<file path="config.mk">
export PLATFORM = sky130hd
export DESIGN_NAME = burst_gate_top
export DESIGN_NICKNAME = d
export VERILOG_FILES = /design/src/rtl/bg_pkg.sv /design/src/rtl/bg_ctrl_reg.sv /design/src/rtl/bg_burst_decide.sv /design/src/rtl/bg_err_track.sv /design/src/rtl/burst_gate_top.sv
export SDC_FILE = /design/constraint.sdc
export NUM_CORES = 1
export LEC_CHECK = 0
export ABC_AREA = 1
export BUFFER_PORTS_ARGS = -buffer_cell sky130_fd_sc_hd__buf_4
export CORE_MARGIN = 2
export CORE_UTILIZATION = 39
export CTS_BUF_LIST = sky130_fd_sc_hd__clkbuf_4
export DETAILED_ROUTE_END_ITERATION = 6
export MAX_ROUTING_LAYER = met4
export PLACE_DENSITY = 0.87
export SLEW_MARGIN = 10
export SYNTH_ARGS = -nofsm -noshare
export SYNTH_HDL_FRONTEND = slang
export SYNTH_SLANG_ARGS = --single-unit
</file>
<file path="constraint.sdc">
create_clock -name clk -period 2 [get_ports clk]
set_input_delay 0.4 -clock clk [delete_from_list [all_inputs] [get_ports clk]]
set_output_delay 0.4 -clock clk [all_outputs]
set_load 0.01 [all_outputs]
</file>
<file path="src/rtl/bg_pkg.sv">
package bg_pkg;
  localparam int REGION_BITS = 3;
  localparam int NUM_REGIONS = 1 << REGION_BITS;
  localparam int RD_EN_POS   = NUM_REGIONS;
  localparam int WR_EN_POS   = NUM_REGIONS + 1;
  localparam int ACC_POS     = NUM_REGIONS + 2;
  localparam int CTRL_W      = NUM_REGIONS + 3;

  // packed MSB first: acc, wr_en, rd_en, region_en[NUM_REGIONS-1:0]
  typedef struct packed {
    logic                   acc;
    logic                   wr_en;
    logic                   rd_en;
    logic [NUM_REGIONS-1:0] region_en;
  } ctrl_t;

  typedef enum logic [1:0] {
    TRK_IDLE    = 2'd0,
    TRK_WAIT_H1 = 2'd1,
    TRK_WAIT_H2 = 2'd2
  } trk_state_e;
endpackage

</file>
<file path="src/rtl/bg_ctrl_reg.sv">
module bg_ctrl_reg
  import bg_pkg::*;
#(
  parameter int REG_W = 32
) (
  input  logic             clk,
  input  logic             rst_n,
  input  logic             wr_en,
  input  logic [REG_W-1:0] wdata,
  output ctrl_t            ctrl,
  output logic [REG_W-1:0] rdata
);
  localparam int PAD_W = REG_W - CTRL_W;

  ctrl_t ctrl_q;
  ctrl_t ctrl_d;
  logic  unused_wdata_hi;

  assign unused_wdata_hi = ^wdata[REG_W-1:CTRL_W];

  always_comb begin
    ctrl_d = ctrl_q;
    if (wr_en) begin
      ctrl_d = ctrl_t'(wdata[CTRL_W-1:0]);
    end
  end

  always_ff @(posedge clk or negedge rst_n) begin
    if (!rst_n) begin
      ctrl_q <= '0;
    end else begin
      ctrl_q <= ctrl_d;
    end
  end

  assign ctrl  = ctrl_q;
  assign rdata = {{PAD_W{1'b0}}, ctrl_q};


  ctrl_load_chk: assert property (@(posedge clk) disable iff (!rst_n)
    wr_en |=> (rdata[CTRL_W-1:0] == $past(wdata[CTRL_W-1:0])));


  ctrl_hold_chk: assert property (@(posedge clk) disable iff (!rst_n)
    !wr_en |=> $stable(rdata));
endmodule

</file>
<file path="src/rtl/bg_burst_decide.sv">
module bg_burst_decide
  import bg_pkg::*;
(
  input  logic                   clk,
  input  logic                   rst_n,
  input  logic                   accept,
  input  logic                   req_write,
  input  logic [REGION_BITS-1:0] region,
  input  ctrl_t                  ctrl,
  output logic                   grant_c,
  output logic                   dec_valid,
  output logic                   dec_burst,
  output logic                   dec_write
);
  logic [NUM_REGIONS-1:0] region_hit;
  logic                   region_ok;
  logic                   dir_ok;

  for (genvar g = 0; g < NUM_REGIONS; g++) begin : g_region
    assign region_hit[g] = (region == REGION_BITS'(g)) & ctrl.region_en[g];
  end

  assign region_ok = |region_hit;
  assign dir_ok    = req_write ? ctrl.wr_en : ctrl.rd_en;
  assign grant_c   = region_ok & dir_ok;

  logic valid_q, valid_d;
  logic burst_q, burst_d;
  logic write_q, write_d;

  always_comb begin
    valid_d = accept;
    burst_d = burst_q;
    write_d = write_q;
    if (accept) begin
      burst_d = grant_c;
      write_d = req_write;
    end
  end

  always_ff @(posedge clk or negedge rst_n) begin
    if (!rst_n) begin
      valid_q <= 1'b0;
      burst_q <= 1'b0;
      write_q <= 1'b0;
    end else begin
      valid_q <= valid_d;
      burst_q <= burst_d;
      write_q <= write_d;
    end
  end

  assign dec_valid = valid_q;
  assign dec_burst = burst_q;
  assign dec_write = write_q;


  dec_follows_accept_chk: assert property (@(posedge clk) disable iff (!rst_n)
    dec_valid |-> $past(accept));


  dec_single_pulse_chk: assert property (@(posedge clk) disable iff (!rst_n)
    accept |=> dec_valid && (dec_write == $past(req_write)));


  rd_burst_needs_enable_chk: assert property (@(posedge clk) disable iff (!rst_n)
    (dec_valid && dec_burst && !dec_write) |-> $past(ctrl.rd_en));


  wr_burst_needs_enable_chk: assert property (@(posedge clk) disable iff (!rst_n)
    (dec_valid && dec_burst && dec_write) |-> $past(ctrl.wr_en));
endmodule

</file>
<file path="src/rtl/bg_err_track.sv">
module bg_err_track
  import bg_pkg::*;
(
  input  logic clk,
  input  logic rst_n,
  input  logic start,
  input  logic acc_in,
  input  logic bus_h1_done,
  input  logic bus_h1_err,
  input  logic bus_h2_done,
  input  logic bus_h2_err,
  output logic idle,
  output logic h1_ack,
  output logic h2_rsp_valid,
  output logic h2_rsp_err
);
  trk_state_e state_q, state_d;
  logic acc_q, acc_d;
  logic pend_q, pend_d;
  logic h1_q, h1_d;
  logic rv_q, rv_d;
  logic re_q, re_d;

  always_comb begin
    state_d = state_q;
    acc_d   = acc_q;
    pend_d  = pend_q;
    h1_d    = 1'b0;
    rv_d    = 1'b0;
    re_d    = 1'b0;
    case (state_q)
      TRK_IDLE: begin
        if (start) begin
          state_d = TRK_WAIT_H1;
          acc_d   = acc_in;
          pend_d  = 1'b0;
          h1_d    = 1'b1;
        end
      end
      TRK_WAIT_H1: begin
        if (bus_h1_done) begin
          pend_d  = acc_q & bus_h1_err;
          state_d = TRK_WAIT_H2;
        end
      end
      TRK_WAIT_H2: begin
        if (bus_h2_done) begin
          rv_d    = 1'b1;
          re_d    = bus_h2_err | pend_q;
          pend_d  = 1'b0;
          state_d = TRK_IDLE;
        end
      end
      default: state_d = TRK_IDLE;
    endcase
  end

  always_ff @(posedge clk or negedge rst_n) begin
    if (!rst_n) begin
      state_q <= TRK_IDLE;
      acc_q   <= 1'b0;
      pend_q  <= 1'b0;
      h1_q    <= 1'b0;
      rv_q    <= 1'b0;
      re_q    <= 1'b0;
    end else begin
      state_q <= state_d;
      acc_q   <= acc_d;
      pend_q  <= pend_d;
      h1_q    <= h1_d;
      rv_q    <= rv_d;
      re_q    <= re_d;
    end
  end

  assign idle         = (state_q == TRK_IDLE);
  assign h1_ack       = h1_q;
  assign h2_rsp_valid = rv_q;
  assign h2_rsp_err   = re_q;


  early_ack_chk: assert property (@(posedge clk) disable iff (!rst_n)
    h1_ack |-> $past(start) && (state_q == TRK_WAIT_H1));


  acc_frozen_chk: assert property (@(posedge clk) disable iff (!rst_n)
    (state_q != TRK_IDLE && $past(state_q != TRK_IDLE)) |-> $stable(acc_q));


  drop_err_chk: assert property (@(posedge clk) disable iff (!rst_n)
    (state_q == TRK_WAIT_H1 && bus_h1_done && !acc_q) |=> !pend_q);


  merge_err_chk: assert property (@(posedge clk) disable iff (!rst_n)
    (state_q == TRK_WAIT_H2 && bus_h2_done && pend_q) |=> (h2_rsp_valid && h2_rsp_err));


  pend_cleared_chk: assert property (@(posedge clk) disable iff (!rst_n)
    h2_rsp_valid |-> (!pend_q && idle));


  rsp_timing_chk: assert property (@(posedge clk) disable iff (!rst_n)
    h2_rsp_valid |-> $past(bus_h2_done));


  ack_rsp_exclusive_chk: assert property (@(posedge clk) disable iff (!rst_n)
    $onehot0({h1_ack, h2_rsp_valid}));
endmodule

</file>
<file path="src/rtl/burst_gate_top.sv">
module burst_gate_top
  import bg_pkg::*;
#(
  parameter int ADDR_W = 32,
  parameter int REG_W  = 32
) (
  input  logic              clk,
  input  logic              rst_n,
  input  logic              reg_wr_en,
  input  logic [REG_W-1:0]  reg_wdata,
  output logic [REG_W-1:0]  reg_rdata,
  input  logic              req_valid,
  input  logic              req_write,
  input  logic [ADDR_W-1:0] req_addr,
  output logic              req_ready,
  output logic              dec_valid,
  output logic              dec_burst,
  output logic              dec_write,
  input  logic              bus_h1_done,
  input  logic              bus_h1_err,
  input  logic              bus_h2_done,
  input  logic              bus_h2_err,
  output logic              fifo_h1_ack,
  output logic              fifo_h2_rsp_valid,
  output logic              fifo_h2_rsp_err
);
  localparam int REGION_LSB = ADDR_W - REGION_BITS;

  ctrl_t                  ctrl;
  logic                   accept;
  logic                   grant_c;
  logic                   start;
  logic                   trk_idle;
  logic [REGION_BITS-1:0] region;
  logic                   unused_addr_lo;

  assign region         = req_addr[ADDR_W-1:REGION_LSB];
  assign unused_addr_lo = ^req_addr[REGION_LSB-1:0];
  assign req_ready      = trk_idle;
  assign accept         = req_valid & req_ready;
  assign start          = accept & req_write & grant_c;

  bg_ctrl_reg #(.REG_W(REG_W)) i_ctrl (
    .clk   (clk),
    .rst_n (rst_n),
    .wr_en (reg_wr_en),
    .wdata (reg_wdata),
    .ctrl  (ctrl),
    .rdata (reg_rdata)
  );

  bg_burst_decide i_decide (
    .clk       (clk),
    .rst_n     (rst_n),
    .accept    (accept),
    .req_write (req_write),
    .region    (region),
    .ctrl      (ctrl),
    .grant_c   (grant_c),
    .dec_valid (dec_valid),
    .dec_burst (dec_burst),
    .dec_write (dec_write)
  );

  bg_err_track i_track (
    .clk          (clk),
    .rst_n        (rst_n),
    .start        (start),
    .acc_in       (ctrl.acc),
    .bus_h1_done  (bus_h1_done),
    .bus_h1_err   (bus_h1_err),
    .bus_h2_done  (bus_h2_done),
    .bus_h2_err   (bus_h2_err),
    .idle         (trk_idle),
    .h1_ack       (fifo_h1_ack),
    .h2_rsp_valid (fifo_h2_rsp_valid),
    .h2_rsp_err   (fifo_h2_rsp_err)
  );


  refuse_when_busy_chk: assert property (@(posedge clk) disable iff (!rst_n)
    (req_valid && !req_ready) |=> !dec_valid);


  ack_only_write_burst_chk: assert property (@(posedge clk) disable iff (!rst_n)
    fifo_h1_ack |-> (dec_valid && dec_burst && dec_write));


  busy_after_ack_chk: assert property (@(posedge clk) disable iff (!rst_n)
    fifo_h1_ack |-> !req_ready);
endmodule

</file>
==> summary.md <==
| Metric | Value |
|---|---|
| Worst Setup End Kind | output pin |
| CORE AREA | around 2700 µm² |
| Worst Path Class, Setup | reg -> out |
| First-pass GRT wire length | roughly 3200 µm |
| Min-delay src | bus_h2_err |
| Largest net degree at the start of global routing | 22 |
| Reg area | about 530 µm² |
| Latest clock arrival within the worst-skew pair | around 0.29 ns |
| Initial DRC Count | 15 |
| IO Count | between 100 and 150 |
| Finish-stage setup viols | 0 |
| Share of cells above drive strength 1 | 0.344 |
| Initial Utilization | 0.407 |
| Hold-fix buffers at CTS | 1 |
| CP arrival | slightly above 1 ns |
| DP HPWL | approximately 1600 µm |
| H-tree Lvls | 1 |
| # Post-CTS Setup Buffers | 0 |
| Setup Total Neg Slack | 0 ns |
| Main synth FF type | dfrtp_1 |
| GRT overflow | 0 |
| Slowest-stage cell, CP | dfrtp_1 |
| Crit share post-route | 0.713 |
| Final GP Congestion | roughly 0.7 |
| Worst-path clk slew | roughly 0.1 ns |
| CTS sink cnt | 21 |
| RSZ-0062 raised after global routing | no |
| Crit start category | flop |
| Compound-gate portion of the synthesized area | 0.0545 |
| Worst Path Required | roughly 1.6 ns |
| Simple-Gate Fraction of Synth Area | 0.185 |
| Antenna Cells | 0 |
| Peak per-stage delay on the critical path | around 0.45 ns |
| Root buf cell | clkbuf_4 |
| DRC | 0 |
| Largest family of logic cells by synthesized area | buffers and inverters |
| Area growth, synth to finish | 25.8% |
| Clock buffer depth | 2 |
| Fmax achieved | between 0.7 and 0.8 GHz |
| Setup crit start | i_track.state_q[1]$_DFFE_PN0P_ |
| Fin. Hold Viols | 0 |
| Crit path cell chain | nor2_4 > buf_4 |
| FF-to-FF setup slack | roughly 0.64 ns |
| Maximum vdd drop | about 0.37 mV |
| Hold crit path type | in -> reg |
| CTS Buf Count | 3 |
| Via count | 814 |
| Via density | ~4.3 |
| Vias in the first global route | 753 |
| Synth unique cells | 23 |
| Post-synthesis sequential area ratio | 0.477 |
| Status | finished, final reports clean |
| Highest fanout seen on the critical path | 4 |
| Cts repair resizes | 0 |
| Std cell rows | 19 |
| Total Routing Usage GR | 0.132 |
| Fillers | ~270 |
| Yosys reg bits | 21 |
| Port bufs | 40 |
| Synth Instances | 115 |
| Layout net count | about 230 |
| EDFF count, synth | 0 |
| CTS tree | yes |
| Antenna viol nets, final | 0 |
| Die Y | roughly 57 µm |
| Post-DR wirelength/cell | 10.1 µm |
| Initial DRT Pass Iterations | 4 |
| Hold slack | just over 0.3 ns |
| Die Wd | 57.2 µm |
| Synth Area in Adders | 0 |
| Multiplexer area fraction after synthesis | 0.0817 |
| Total number of yosys warnings | 0 |
| Synth Area in XOR/XNOR | 0 |
| Leakage power | 0.000748 µW |
| Syn Area/Cell | approximately 9.6 µm² |
| Multi-input logic area | about 430 µm² |
| Initial antenna violation count | 0 |
| Worst Skew | around 0.0011 ns |
| Worst r2r src | i_track.state_q[1]$_DFFE_PN0P_ |
| Tmin final | about 1.4 ns |
| Detailed Route WL | 1910 µm |
| Die area | 3270 µm² |
| Power Density | 676 nW/µm² |
| Ys async rst share | 1.00 |
| Max-slew violations | 0 |
| Max-cap viol count | 0 |
| Mapped Area | 1100 µm² |
==> flip-flops by register name, indices dropped and copies added, names as in the netlist <==
signal,count
i_decide.dec_burst,1
i_track.acc_q,1
i_track.pend_q,1
i_ctrl.ctrl,11
i_track.h2_rsp_valid,1
i_decide.dec_write,1
i_decide.dec_valid,1
i_track.h2_rsp_err,1
i_track.h1_ack,1
i_track.state_q,2
==> synth_stat cells (2+ instances only) <==
cell type / n / area share
buf_4: 22 / 0.15
dfrtp_1: 21 / 0.48
nand2_1: 18 / 0.061
inv_1: 12 / 0.041
nand3_1: 8 / 0.036
mux2_1: 6 / 0.061
nor2_1: 5 / 0.017
o21ai_0: 5 / 0.023
mux2_2: 2 / 0.020
nor2_2: 2 / 0.011
nor2_4: 2 / 0.020
==> where the power goes <==
part | total (µW) | internal (µW) | leakage [µW] | switching [µW]
logic | 234 | 113 | 0.000466 | 121
clock network | 205 | 91.0 | 0.0000184 | 114
registers | 498 | 468 | 0.000263 | 29.4
==> layout make-up <==
cell class | instances | area share
well taps | 31 | 0.0280
inverters | 13 | 0.0352
clock buffers | 4 | 0.0217
flip-flops and latches | 21 | 0.379
repair buffers | 41 | 0.224
multi-input cells | 78 | 0.312
==> critical path: cells and delay by family, from the launching register on <==
| kind | cells | cell delay [ns] |
|---|---|---|
| DFF | 1 | 0.45 |
| and+or+nand+nor | 1 | 0.16 |
| buffers and inverters | 1 | 0.13 |
==> final timing paths <==
path / cells after the start / end
worst min-delay path: 2 / i_track.h2_rsp_err$_DFF_PN0_
min in group asynchronous: 2 / i_track.h2_rsp_err$_DFF_PN0_
worst min register to register: 2 / i_track.pend_q$_DFFE_PN0P_
worst max register to register: 8 / i_track.pend_q$_DFFE_PN0P_
max in group asynchronous: 2 / i_track.state_q[1]$_DFFE_PN0P_
worst max-delay path: 2 / req_ready
==> logic make-up (layout without fill, tap and decap cells) <==
group | Yosys count | in the layout
mux | 8 | 8
compound gates | 10 | 10
buf+inv | 36 | 58
other cells | 1 | 21
flops | 21 | 21
simple gates | 39 | 39
==> stage by stage <==
stage | area, µm² | power, µW | cells | util | worst slack (ns)
after floorplan | 1180 | 654 | 135 | - | 0.743
after global placement | 1350 | 736 | 183 | 0.497 | 0.587
after detailed placement | 1350 | 742 | 183 | 0.497 | 0.568
after CTS | 1390 | 959 | 188 | 0.512 | 0.556
after global routing | 1390 | 1000 | 188 | 0.512 | 0.487
final | 1390 | 937 | 188 | 0.512 | 0.574
==> placed cells by master (no fill, tap or decap), drive strengths merged <==
| cell | n |
|---|---|
| buf | 40 |
| conb | 21 |
| dfrtp | 21 |
| nand2 | 19 |
| inv | 12 |
| nand3 | 9 |
| nor2 | 9 |
| mux2 | 8 |
| o21ai | 6 |
| clkbuf | 4 |
| nand4 | 2 |
| a21oi | 1 |
| o21bai | 1 |
| clkinv | 1 |
| o21a | 1 |
| o22ai | 1 |
| dlygate4sd3 | 1 |
==> metal layers <==
layer,share of wire,vias up,track usage
li1,-,407,-
met1,0.43,375,0.163
met2,0.50,30,0.209
met3,0.061,2,0.0204
met4,0.014,0,0.0698
met5,0,-,-
Power figures use the tool's default switching activity.
